$ cat src/rtl/cst_pkg.sv
// Package: shared types for the three-wire command/status shifter.
// Assumes: nothing; contains type definitions only.
package cst_pkg;

    // Sequencer phases; each non-idle phase lasts exactly one step.
    typedef enum logic [2:0] {
        PH_IDLE  = 3'd0,
        PH_PRE   = 3'd1,
        PH_SFALL = 3'd2,
        PH_SCLK  = 3'd3,
        PH_BDATA = 3'd4,
        PH_BHIGH = 3'd5,
        PH_BLOW  = 3'd6,
        PH_STOP  = 3'd7
    } cst_phase_e;

endpackage

$ cat src/rtl/cst_step_timer.sv
// Module: step timer. It counts down one step per phase and flags the last
// cycle of each step.
// Assumes: capture_i and restart_i are never high together; capture_i loads
// the step length that stays in force for the whole exchange.
module cst_step_timer #(
    parameter int DIV_W = 8
) (
    input  logic             clk,
    input  logic             rst_n,
    input  logic             capture_i,
    input  logic             restart_i,
    input  logic [DIV_W-1:0] step_len_i,
    output logic [DIV_W-1:0] len_q_o,
    output logic             step_done_o
);

    logic [DIV_W-1:0] len_q;
    logic [DIV_W-1:0] cnt_q;

    // Hold the step length chosen when the request was accepted.
    always_ff @(posedge clk) begin
        if (!rst_n) begin
            len_q <= '0;
        end else if (capture_i) begin
            len_q <= step_len_i;
        end
    end

    // Count down the cycles left in the current step.
    always_ff @(posedge clk) begin
        if (!rst_n) begin
            cnt_q <= '0;
        end else if (capture_i) begin
            cnt_q <= step_len_i;
        end else if (restart_i) begin
            cnt_q <= len_q;
        end else if (cnt_q != '0) begin
            cnt_q <= cnt_q - 1'b1;
        end
    end

    assign len_q_o     = len_q;
    assign step_done_o = (cnt_q == '0);

endmodule

$ cat src/rtl/cst_shifter.sv
// Module: datapath. It holds the outgoing command shift register, collects
// the response samples and assembles the status word.
// Assumes: load_i comes once per exchange, before any shift or sample;
// exactly W samples arrive before finish_i.
module cst_shifter #(
    parameter int W      = 32,
    parameter int KEEP_W = 2
) (
    input  logic         clk,
    input  logic         rst_n,
    input  logic         load_i,
    input  logic [W-1:0] cmd_i,
    input  logic         shift_i,
    input  logic         sample_i,
    input  logic         sdi_i,
    input  logic         finish_i,
    output logic         tx_bit_o,
    output logic         last_bit_o,
    output logic [W-1:0] status_o
);

    localparam int CNT_W = (W > 1) ? $clog2(W) : 1;
    localparam logic [CNT_W-1:0] LAST_IDX = CNT_W'(W - 1);

    logic [W-1:0]     cmd_sr;
    logic [W-1:0]     rsp_sr;
    logic [CNT_W-1:0] bit_cnt;
    logic [W-1:0]     status_q;

    // Outgoing command: load on accept, advance after each bit's data step.
    always_ff @(posedge clk) begin
        if (!rst_n) begin
            cmd_sr <= '0;
        end else if (load_i) begin
            cmd_sr <= cmd_i;
        end else if (shift_i) begin
            cmd_sr <= {cmd_sr[W-2:0], 1'b0};
        end
    end

    // Incoming response: shift each sample in at the low end.
    always_ff @(posedge clk) begin
        if (!rst_n) begin
            rsp_sr <= '0;
        end else if (load_i) begin
            rsp_sr <= '0;
        end else if (sample_i) begin
            rsp_sr <= {rsp_sr[W-2:0], sdi_i};
        end
    end

    // Count samples so the sequencer knows when the last bit is done.
    always_ff @(posedge clk) begin
        if (!rst_n) begin
            bit_cnt <= '0;
        end else if (load_i) begin
            bit_cnt <= '0;
        end else if (sample_i) begin
            bit_cnt <= bit_cnt + 1'b1;
        end
    end

    generate
        if (KEEP_W > 0) begin : g_keep
            logic [KEEP_W-1:0] top_q;

            // Keep the command's upper bits, which replace the sampled ones.
            always_ff @(posedge clk) begin
                if (!rst_n) begin
                    top_q <= '0;
                end else if (load_i) begin
                    top_q <= cmd_i[W-1 -: KEEP_W];
                end
            end

            // Publish the status word at the end of the stop step.
            always_ff @(posedge clk) begin
                if (!rst_n) begin
                    status_q <= '0;
                end else if (finish_i) begin
                    status_q <= {top_q, rsp_sr[W-KEEP_W-1:0]};
                end
            end
        end else begin : g_nokeep
            // Publish the raw samples at the end of the stop step.
            always_ff @(posedge clk) begin
                if (!rst_n) begin
                    status_q <= '0;
                end else if (finish_i) begin
                    status_q <= rsp_sr;
                end
            end
        end
    endgenerate

    assign tx_bit_o   = cmd_sr[W-1];
    assign last_bit_o = (bit_cnt == LAST_IDX);
    assign status_o   = status_q;

endmodule

$ cat src/rtl/cst_sequencer.sv
// Module: sequencer. It walks the opening, bit and stop phases, drives the
// pin registers and issues the datapath strobes.
// Assumes: step_done_i is high in the last cycle of each step; tx_bit_i
// already shows the next bit to send when a data step begins.
module cst_sequencer
    import cst_pkg::*;
(
    input  logic       clk,
    input  logic       rst_n,
    input  logic       start_i,
    input  logic       step_done_i,
    input  logic       tx_bit_i,
    input  logic       last_bit_i,
    output logic       capture_o,
    output logic       restart_o,
    output logic       shift_o,
    output logic       sample_o,
    output logic       finish_o,
    output logic       sck_o,
    output logic       sdo_o,
    output logic       oe_o,
    output logic       busy_o,
    output logic       done_o,
    output cst_phase_e phase_o
);

    cst_phase_e phase, phase_n;
    logic       sck_q, sck_n;
    logic       sdo_q, sdo_n;
    logic       oe_q;
    logic       done_q;
    logic       adv;

    // Strobes: accept in idle, advance when a step runs out.
    always_comb begin
        capture_o = (phase == PH_IDLE) && start_i;
        adv       = (phase != PH_IDLE) && step_done_i;
        restart_o = adv && (phase != PH_STOP);
        shift_o   = adv && (phase == PH_BDATA);
        sample_o  = adv && (phase == PH_BLOW);
        finish_o  = adv && (phase == PH_STOP);
    end

    // Next phase and next pin levels.
    always_comb begin
        phase_n = phase;
        sck_n   = sck_q;
        sdo_n   = sdo_q;
        case (phase)
            PH_IDLE: begin
                if (start_i) begin
                    phase_n = PH_PRE;
                    sck_n   = 1'b1;
                    sdo_n   = 1'b1;
                end
            end
            default: begin
                if (step_done_i) begin
                    case (phase)
                        PH_PRE: begin
                            phase_n = PH_SFALL;
                            sdo_n   = 1'b0;
                        end
                        PH_SFALL: begin
                            phase_n = PH_SCLK;
                            sck_n   = 1'b0;
                        end
                        PH_SCLK: begin
                            phase_n = PH_BDATA;
                            sdo_n   = tx_bit_i;
                        end
                        PH_BDATA: begin
                            phase_n = PH_BHIGH;
                            sck_n   = 1'b1;
                        end
                        PH_BHIGH: begin
                            phase_n = PH_BLOW;
                            sck_n   = 1'b0;
                        end
                        PH_BLOW: begin
                            if (last_bit_i) begin
                                phase_n = PH_STOP;
                                sck_n   = 1'b1;
                                sdo_n   = 1'b0;
                            end else begin
                                phase_n = PH_BDATA;
                                sdo_n   = tx_bit_i;
                            end
                        end
                        PH_STOP: begin
                            phase_n = PH_IDLE;
                            sdo_n   = 1'b1;
                        end
                        default: begin
                            phase_n = PH_IDLE;
                        end
                    endcase
                end
            end
        endcase
    end

    // Phase and pin registers; reset parks both lines high.
    always_ff @(posedge clk) begin
        if (!rst_n) begin
            phase <= PH_IDLE;
            sck_q <= 1'b1;
            sdo_q <= 1'b1;
        end else begin
            phase <= phase_n;
            sck_q <= sck_n;
            sdo_q <= sdo_n;
        end
    end

    // Output enables turn on at the first accepted request and stay on.
    always_ff @(posedge clk) begin
        if (!rst_n) begin
            oe_q <= 1'b0;
        end else if (capture_o) begin
            oe_q <= 1'b1;
        end
    end

    // Completion pulse, aligned with the rising stop edge.
    always_ff @(posedge clk) begin
        if (!rst_n) begin
            done_q <= 1'b0;
        end else begin
            done_q <= finish_o;
        end
    end

    assign sck_o   = sck_q;
    assign sdo_o   = sdo_q;
    assign oe_o    = oe_q;
    assign busy_o  = (phase != PH_IDLE);
    assign done_o  = done_q;
    assign phase_o = phase;

endmodule

$ cat src/rtl/cst_master.sv
// Module: top of the three-wire command/status shifter. It connects the
// step timer, the sequencer and the datapath.
// Assumes: synchronous active-low reset; sdi_i is stable for at least two
// steps before each sample point, as the controller changes it only after a
// clock rise.
module cst_master
    import cst_pkg::*;
#(
    parameter int W      = 32,
    parameter int KEEP_W = 2,
    parameter int DIV_W  = 8
) (
    input  logic             clk,
    input  logic             rst_n,
    input  logic             start_i,
    input  logic [W-1:0]     cmd_i,
    input  logic [DIV_W-1:0] step_len_i,
    input  logic             sdi_i,
    output logic             sck_o,
    output logic             sdo_o,
    output logic             sck_oe_o,
    output logic             sdo_oe_o,
    output logic             busy_o,
    output logic             done_o,
    output logic [W-1:0]     status_o
);

    logic             capture;
    logic             restart;
    logic             shift;
    logic             sample;
    logic             finish;
    logic             step_done;
    logic             tx_bit;
    logic             last_bit;
    logic             oe;
    logic [DIV_W-1:0] len_q;
    cst_phase_e       phase;

    cst_step_timer #(.DIV_W(DIV_W)) u_timer (
        .clk         (clk),
        .rst_n       (rst_n),
        .capture_i   (capture),
        .restart_i   (restart),
        .step_len_i  (step_len_i),
        .len_q_o     (len_q),
        .step_done_o (step_done)
    );

    cst_sequencer u_seq (
        .clk         (clk),
        .rst_n       (rst_n),
        .start_i     (start_i),
        .step_done_i (step_done),
        .tx_bit_i    (tx_bit),
        .last_bit_i  (last_bit),
        .capture_o   (capture),
        .restart_o   (restart),
        .shift_o     (shift),
        .sample_o    (sample),
        .finish_o    (finish),
        .sck_o       (sck_o),
        .sdo_o       (sdo_o),
        .oe_o        (oe),
        .busy_o      (busy_o),
        .done_o      (done_o),
        .phase_o     (phase)
    );

    cst_shifter #(.W(W), .KEEP_W(KEEP_W)) u_dp (
        .clk        (clk),
        .rst_n      (rst_n),
        .load_i     (capture),
        .cmd_i      (cmd_i),
        .shift_i    (shift),
        .sample_i   (sample),
        .sdi_i      (sdi_i),
        .finish_i   (finish),
        .tx_bit_o   (tx_bit),
        .last_bit_o (last_bit),
        .status_o   (status_o)
    );

    assign sck_oe_o = oe;
    assign sdo_oe_o = oe;

endmodule

$ cat config.mk
export PLATFORM = sky130hd
export DESIGN_NAME = cst_master
export DESIGN_NICKNAME = d
export VERILOG_FILES = /design/src/rtl/cst_pkg.sv /design/src/rtl/cst_step_timer.sv /design/src/rtl/cst_shifter.sv /design/src/rtl/cst_sequencer.sv /design/src/rtl/cst_master.sv
export SDC_FILE = /design/constraint.sdc
export NUM_CORES = 1
export LEC_CHECK = 0
export BUFFER_PORTS_ARGS = -buffer_cell sky130_fd_sc_hd__buf_4
export CAP_MARGIN = 20
export CORE_ASPECT_RATIO = 1.75
export CORE_UTILIZATION = 55
export CTS_CLUSTER_DIAMETER = 120
export DETAILED_ROUTE_END_ITERATION = 12
export GPL_ROUTABILITY_DRIVEN = 0
export GPL_TIMING_DRIVEN = 0
export MAX_ROUTING_LAYER = met4
export PLACE_DENSITY = 0.9
export SLEW_MARGIN = 25
export SYNTH_ARGS = -nofsm -noshare
export SYNTH_HDL_FRONTEND = slang
export SYNTH_SLANG_ARGS = --single-unit
$ cat constraint.sdc
create_clock -name clk -period 2.6 [get_ports clk]
set_clock_uncertainty 0.05 [all_clocks]
set_input_delay 0.52 -clock clk [delete_from_list [all_inputs] [get_ports clk]]
set_output_delay 0.52 -clock clk [all_outputs]
set_load 0.03 [all_outputs]
==> flow_summary.toml, run 1 <==
[worst_setup_path]
r2r_start = "u_timer.cnt_q[2]"
crit_arrival_ns = 2.75
critPathLaunchType = "flip-flop"
cp-end-kind = "flip-flop"
worstPathMaxFanout = 10
worst-setup-path-type = "flip-flop to flip-flop"
cp-startpoint = "u_timer.cnt_q[2]"
required_ns = 2.83

[final_layout]
final_cells = 839
layout-drive-gt1-share_pct = 20.22
antenna_cells = 0
layout.nets = 757
n_fill_cell = 628
area_growth_pct = 29.88

[floorplanning]
core_sq_um = 8671
row_count = 45
initial_utilization_pct = 56.36
die_w_microns = 73.26
dieArea_sq_um = 9281
die_h_microns = 126.7
io_pins = 82

[place]
dp_hpwl_mm = 8.774
post-place-ws_ns = -0.1184
io_buffers = 81
dp_cells = 805

[synthesis]
yosys_warnings = 0
synth_top_area_cell = "dfxtp_1"
synthTopCellsByArea = "dfxtp_1 (51%), nand2_1 (14%), a21oi_1 (11%)"
syn_area_per_cell_sq_um = 8.051
synth-seq-cells = 124
yosysUniqueCellTypes = 38
yosys-top-cells-count = "nand2_1 (186), dfxtp_1 (124), a21oi_1 (112), clkbuf_1 (29), a22oi_1 (26)"
yosysMostFrequentCell = "nand2_1"
synth-main-ff-cell = "dfxtp_1"
seq_area_frac_synth_pct = 50.79
syn_area_sq_um = 4887
synth_nets = 655
postSynthCellCount = 607
synth-edff-count = 0
async_flop_share_pct = 0
synthDominantCellAreaShare_pct = 50.79

[cts]
cts_buffer_depth = 2
cts_tree = "built"
cts_root_buf = "clkbuf_16"
numCtsBuffers = 17
clk_pin_slew_worst_paths_ns = 0.06
clock_latency_ns = 0.42
cts_hold_buf = 0
cts_sinks = 124
htree_levels = 4

[min_path]
worstHoldStart = "sdi_i"
min_path_type = "input port to flip-flop"

[route]
wl_per_cell_microns = 15.83
final_antenna_net_count = 0
dr_total_vias = 4781
first_iter_violations = 433
wirelength_mm = 13.28
post_drt_via_cell_ratio = 5.698
dr.pass1.iters = 5
drc = 0

[timing]
min_period_ns = 2.516
drv_slew = 0
clock.fmax_ghz = 0.3974
fin_crit_sh_pct = 96.78
hold_viol = 0
fin_ws_ns = 0.08383
setup_violations = 0
slew_headroom_pct = 55.18
max_slew.worst_pin.slew_ns = 0.6662

[grt]
grt_antenna_before_repair = 0
met1_usage_pct = 30.06
grt_pass1_wl_mm = 21.29
grtUsageMet3_pct = 9.452
grt.busiest_layer = "met2"
grt_start_max_net_pins = 17
overflow = 0
grt_pass1_vias = 4712
met2_usage_pct = 51.80
grt_use_total_pct = 30.85

[outcome]
outcome = "completed"

[pwr]
leakagePower_nw = 2.386
vdd_ir_drop_max_mv = 0.6330
power_density_nw_per_um2 = 948.5

[flow_run]
cap_violations = 0
## power by group
part	switching [mW]	internal [mW]	leakage, nW
combinational	0.799	0.505	1.07
clock	0.885	1.63	0.306
sequential	0.133	2.07	1.01
total	1.82	4.20	2.39
## area by class of cell
type                    instances  area, sq um  area share, %
clock buffers                  18        439.2          6.919
clock inverters                14        193.9          3.055
well taps                     117        146.4          2.306
repair buffers                 83        623.1          9.817
plain buffers                  45        225.2          3.548
flip-flops and latches        124         2482          39.11
multi-input cells             431         2211          34.83
inverters                       7        26.28         0.4140
## stage by stage
stage / setup TNS, ns / total power, mW / instance area (sq um) / hold WS (ns) / utilization (%)
after floorplan: 0 / 3.057 / 4887 / 0.3820 / -
after global placement: -2.283 / 3.336 / 5642 / 0.3876 / 65.06
after detailed placement: -2.472 / 3.400 / 5642 / 0.3963 / 65.06
after CTS: -0.005686 / 5.937 / 6289 / 0.2982 / 72.53
after global routing: -0.06001 / 6.247 / 6347 / 0.3210 / 73.20
final: 0 / 6.021 / 6347 / 0.3149 / 73.20
## worst max-delay path, stage by stage, from the launching register on
cell     delay [ns]
dfxtp_1        0.34
or4_4          0.54
buf_6          0.16
or3_4          0.42
or3_4          0.39
buf_4          0.17
buf_6          0.14
nand2_1        0.09
a21oi_1        0.08
## cell usage in the layout, fill, tap and decap left out, types with 2 or more instances in the layout
cell type	synthesis	routed
nand3_1	8	8
nor3_4	0	2
clkbuf_16	0	17
nor2b_1	2	2
buf_4	1	85
nor2_1	16	15
a21oi_1	112	112
clkbuf_1	29	24
nand2_1	186	186
ha_1	4	4
a211oi_1	2	2
dfxtp_1	124	124
clkinvlp_4	0	2
mux2i_1	7	7
xor2_1	3	3
nand3b_1	3	3
a22oi_1	26	26
nor4_1	3	3
clkinv_4	0	4
xnor2_1	5	5
buf_6	3	4
clkbuf_2	0	4
inv_1	7	7
and3_1	3	3
o21ai_0	16	16
nor3_1	7	5
buf_2	12	11
bufinv_16	0	4
clkinv_2	0	3
or3_4	1	2
and2_1	4	4
a31oi_1	9	9
## registers in the layout (all words and copies together), names as in the netlist, 2 cells and up
signal and flops:
u_dp.cmd_sr 32, u_dp.status_o 32, u_dp.rsp_sr 30, u_timer.cnt_q 8, u_timer.len_q_o 8, u_dp.bit_cnt 5, u_seq.phase_o 3, u_dp.g_keep.top_q 2
## layer usage
layer	vias to the layer above	part of all wire, %	routed length (microns)
met2	234	53	7029
met1	2222	36	4825
met4	0	4.2	563
met5	-	0	0
met3	59	6.5	866
li1	2266	-	-
## final timing paths
check | to | slack (ns) | cells after the start
setup / recovery | u_dp.rsp_sr[27] | 0.08 | 8
hold / removal | u_dp.rsp_sr[0] | 0.31 | 3
setup reg to reg | u_dp.rsp_sr[27] | 0.08 | 8
hold reg to reg | u_dp.cmd_sr[25] | 0.40 | 2
## what timing repair did
action,CTS,global route
setup endpoints to repair,64,104
gates resized for setup,2,22
pin swaps,0,1
buffers inserted,0,2
## kinds of logic after synthesis
kind of cell,after synthesis,share of synthesized area (%)
simple gates,243,21.25
buf+inv,52,4.839
compound gates,169,19.23
xor+xnor,8,1.434
flops,124,50.79
mux,7,1.434
fa+ha+maj,4,1.024
(Power assumes the default switching activity.)
==> run 2: changes to the inputs <==
Settings changed: CORE_UTILIZATION 55 to 50, PLACE_DENSITY 0.9 to 0.84.
==> flow_summary.toml, run 2 (synthesis gave the netlist of run 1 again) <==
[min_path]
min_path_type = "input port to flip-flop"
worstHoldStart = "cmd_i[31]"
whs_path_depth = 3
min_delay_worst_endpoint = "u_dp.g_keep.top_q[1]"

[route]
post_drt_via_cell_ratio = 5.501
final_antenna_net_count = 0
dr_total_vias = 4643
wirelength_mm = 12.67
dr.pass1.iters = 8
wl_per_cell_microns = 15.01
first_iter_violations = 370
drc = 0

[final_layout]
final_area_sq_um = 6294
utilization_pct = 66.47
layout_commonest_cell = "nand2_1"
area_growth_pct = 28.78
antenna_cells = 0
n_fill_cell = 736
layout-drive-gt1-share_pct = 20.08
layout.nets = 757
layout_common_cells = "nand2_1 (186), dfxtp_1 (124), a21oi_1 (112)"

[cts]
cts_root_buf = "clkbuf_16"
cts_buffer_depth = 2
htree_levels = 4
clock_latency_ns = 0.41
numCtsBuffers = 17
cts_hold_buf = 0
cts_tree = "built"
clk_pin_slew_worst_paths_ns = 0.05
cts_sinks = 124

[worst_setup_path]
critPathLaunchType = "flip-flop"
r2r_end = "u_dp.rsp_sr[3]"
worst-setup-path-type = "flip-flop to flip-flop"
cp_slowest_stage_delay_ns = 0.52
cp-end-kind = "flip-flop"
required_ns = 2.83
crit_arrival_ns = 2.76
crit_top_cell = "buf_2"
r2r_start = "u_timer.cnt_q[2]"
worstPathMaxFanout = 10
crit_chain = "or4_1 -> buf_2 -> or3_4 -> or3_1 -> buf_2 -> buf_6 -> nand2_1 -> a21oi_1"
r2r_cells = 8
critPathSlowestCell = "or4_1"
r2r_setup_slack_ns = 0.07

[floorplanning]
core_sq_um = 9468
die_h_microns = 132.8
dieArea_sq_um = 10190
io_pins = 82
row_count = 47
initial_utilization_pct = 51.62
die_w_microns = 76.74

[timing]
drv_slew = 0
min_period_ns = 2.533
clock.fmax_ghz = 0.3948
setup_violations = 0
rsz0062_at_grt = "yes"
max_slew.worst_pin.slew_ns = 0.5897
fin_setup_tns_ns = 0
hold_viol = 0
fin_crit_sh_pct = 97.41
slew_headroom_pct = 60.69

[grt]
grt_pass1_vias = 4570
grt_start_max_net_pins = 17
overflow = 0
grt_pass1_wl_mm = 20.50
grt_use_total_pct = 26.12
grt_antenna_before_repair = 0

[flow_run]
cap_violations = 0

[pwr]
vdd_ir_drop_max_mv = 0.6622
leakagePower_nw = 2.360
p_sw_share_pct = 30.12
power_density_nw_per_um2 = 909.9
p_comb_share_pct = 21.7
power_frac_clock_pct = 40.0
p_sw_mw = 1.725
seqPwrFrac_pct = 38.3
power_mw = 5.727
p_int_mw = 4.002

[place]
place_area_sq_um = 5648
io_buffers = 81
dp_hpwl_mm = 8.927

[outcome]
outcome = "completed"
==> run 2: changes by cell type in the layout (fill, tap and decap cells not counted), sizes merged <==
cell,change
clkinv,-3
clkinvlp,+1
buf,+2
clkbuf,+2
bufinv,-2
==> run 2: final cells by class <==
cell class                      instances  area, sq um  area share [%]
Sequential cell                       124         2482           39.44
Multi-Input combinational cell        431         2207           35.07
Timing Repair Buffer                   84        630.6           10.02
Clock buffer                           22        464.2           7.376
Buffer                                 44        215.2           3.419
Tap cell                              122        152.6           2.425
Clock inverter                         10        115.1           1.829
Inverter                                7        26.28          0.4175
==> run 2: how the worst max path moves through the flow <==
stage	end	slack [ns]	start	depth (start not counted)
after floorplan	u_dp.bit_cnt[1]	0.31	u_timer.cnt_q[2]	8
after global placement	u_dp.cmd_sr[29]	-0.15	u_seq.phase_o[0]	8
after detailed placement	u_timer.len_q_o[0]	-0.21	u_seq.phase_o[0]	7
after CTS	u_timer.cnt_q[4]	0.02	u_timer.cnt_q[0]	7
after global routing	u_dp.rsp_sr[14]	-0.004	u_timer.cnt_q[2]	8
final	u_dp.rsp_sr[3]	0.07	u_timer.cnt_q[2]	8
==> run 2: power by group through the flow <==
stage / sequential (mW) / combinational [mW] / clock, mW
3_3_place_gp: 2.21 / 1.13 / 0
5_1_grt: 2.21 / 1.35 / 2.39
4_1_cts: 2.19 / 1.18 / 2.31
3_5_place_dp: 2.23 / 1.17 / 0
6_report: 2.20 / 1.24 / 2.29
2_1_floorplan: 2.21 / 0.846 / 0
==> run 2: metrics by stage <==
step / std cells / worst slack (ns) / hold slack [ns]
after floorplan: 607 / 0.3103 / 0.3820
after detailed placement: 810 / -0.2084 / 0.3934
after global routing: 844 / -0.003931 / 0.3131
final: 844 / 0.06722 / 0.3118
after global placement: 810 / -0.1454 / 0.3894
after CTS: 842 / 0.02052 / 0.3065
==> run 2: critical path: cells and delay by family, from the launching register on <==
kind / cells / cell delay (ns)
buffers and inverters: 3 / 0.55
AO/OA/AOI/OAI: 1 / 0.07
AND/OR/NAND/NOR: 4 / 1.39
flip-flops: 1 / 0.34
==> run 2: what timing repair did <==
action / in CTS / in global routing
gates resized for setup: 1 / 22
gates cloned: 0 / 0
buffers inserted: 0 / 3
setup endpoints to repair: 74 / 94
pin swaps: 0 / 1
==> run 2: per-layer routing <==
layer | routed length [microns] | up-vias | global-route usage [%]
met5 | 0 | - | -
met4 | 398 | 0 | 16.24
met3 | 653 | 36 | 6.621
met2 | 6765 | 154 | 45.44
met1 | 4852 | 2188 | 25.50
li1 | - | 2265 | -
==> run 3: changes to the inputs <==
Settings changed: PLACE_DENSITY 0.84 to 0.69.
==> flow_summary.toml, run 3 (synthesis gave the netlist of run 1 again) <==
[route]
drt-met1-wl_mm = 4.693
final_antenna_net_count = 0
wirelength_mm = 12.17
drc = 0
dr.pass1.iters = 5
post_drt_via_cell_ratio = 5.421
wl_met3_microns = 483
first_iter_violations = 194
wl_met2_mm = 6.705
top_layer_used = "met4"
wl_per_cell_microns = 14.48
dr_total_vias = 4554

[worst_setup_path]
required_ns = 2.82
cp-startpoint = "u_timer.cnt_q[0]"
critPathLaunchType = "flip-flop"
cp-end-kind = "flip-flop"
r2r_start = "u_timer.cnt_q[0]"
crit_arrival_ns = 2.73
worstPathMaxFanout = 10
worst-setup-path-type = "flip-flop to flip-flop"

[pwr]
power_density_nw_per_um2 = 917.3
vdd_ir_drop_max_mv = 0.5977
leakagePower_nw = 2.356

[place]
post-place-ws_ns = -0.2757
io_buffers = 81
place_area_sq_um = 5648
dp_hpwl_mm = 8.624

[grt]
grt_pass1_vias = 4384
grt_start_max_net_pins = 17
grt_antenna_before_repair = 0
overflow = 0
grt_use_total_pct = 25.26
grt_pass1_wl_mm = 19.84

[timing]
clock.fmax_ghz = 0.3985
fin_ws_ns = 0.09045
drv_slew = 0
fin_crit_sh_pct = 96.52
rsz0062_at_grt = "no"
slew_headroom_pct = 60.11
min_period_ns = 2.510
setup_violations = 0
hold_viol = 0
max_slew.worst_pin.slew_ns = 0.5930

[cts]
clock_latency_ns = 0.41
cts_sinks = 124
numCtsBuffers = 17
cts_root_buf = "clkbuf_16"
cts_hold_buf = 0
clk_pin_slew_worst_paths_ns = 0.05
cts_tree = "built"
cts_buffer_depth = 2
htree_levels = 4

[final_layout]
layout.nets = 755
area_growth_pct = 28.55
layout_common_cells = "nand2_1 (186), dfxtp_1 (124), a21oi_1 (112)"
layout_commonest_cell = "nand2_1"
layout-drive-gt1-share_pct = 19.50
antenna_cells = 0
final_area_sq_um = 6282

[floorplanning]
core_sq_um = 9468
row_count = 47
die_h_microns = 132.8
io_pins = 82
die_w_microns = 76.74
dieArea_sq_um = 10190
initial_utilization_pct = 51.62

[min_path]
min_path_type = "input port to flip-flop"
worstHoldStart = "step_len_i[7]"

[flow_run]
cap_violations = 0

[outcome]
outcome = "completed"
run 3: cell types whose count changed in the layout (fill, tap and decap cells not counted):
cell        change
or3_1           +1
buf_4           -3
clkinvlp_4      -2
nor2_2          +1
buf_2           -3
nor2_1          -1
clkinv_2        +1
clkbuf_1        +1
or3_4           -1
inv_6           -1
clkinv_4        -1
buf_6           +1
clkbuf_8        +3
run 3: repair_timing:
item / in CTS / in global routing
gates resized for setup: 1 / 19
pin swaps: 0 / 0
endpoints found under the setup margin: 77 / 77
setup buffers: 0 / 0
run 3: per-stage QoR:
step	setup TNS [ns]	total power, mW	instances	hold slack [ns]	utilization, %
2_1_floorplan	0	3.057	607	0.3820	-
3_3_place_gp	-7.528	3.357	810	0.3917	59.65
3_5_place_dp	-12.88	3.389	810	0.3969	59.65
4_1_cts	0	5.709	840	0.2862	65.89
5_1_grt	0	6.007	840	0.3192	66.35
6_report	0	5.763	840	0.2935	66.35
run 3: worst paths after layout:
| check | to | slack (ns) | cells after the start |
|---|---|---|---|
| setup / recovery | u_dp.cmd_sr[2] | 0.09 | 7 |
| hold / removal | u_timer.cnt_q[7] | 0.29 | 3 |
| setup reg to reg | u_dp.cmd_sr[2] | 0.09 | 7 |
| hold reg to reg | u_dp.status_o[16] | 0.40 | 2 |
run 3: where the power goes:
| part | switching [mW] | total [mW] | internal [mW] |
|---|---|---|---|
| combinational | 0.767 | 1.26 | 0.494 |
| sequential | 0.123 | 2.19 | 2.07 |
| clock | 0.790 | 2.31 | 1.52 |
run 3: worst max-delay path, stage by stage, from the launching register on:
cell,delay [ns]
dfxtp_1,0.34
inv_1,0.09
ha_1,0.22
or3b_2,0.55
nor4b_4,0.46
buf_2,0.36
mux2i_1,0.21
a21oi_1,0.08
run 3: cell type report:
cell class,count,area (sq um)
sequential,124,2482
timing repair buffer,81,608.1
fill,838,3186
tap,122,152.6
clock buffer,23,498.0
buffer,45,222.7
clock inverter,7,87.58
multi-input combinational,431,2205
inverter,7,26.28
run 3: layer usage:
metal	up-vias	track usage (%)
met1	2156	25.04
met4	0	11.43
met3	20	5.793
met5	-	-
met2	122	45.93
li1	2256	-
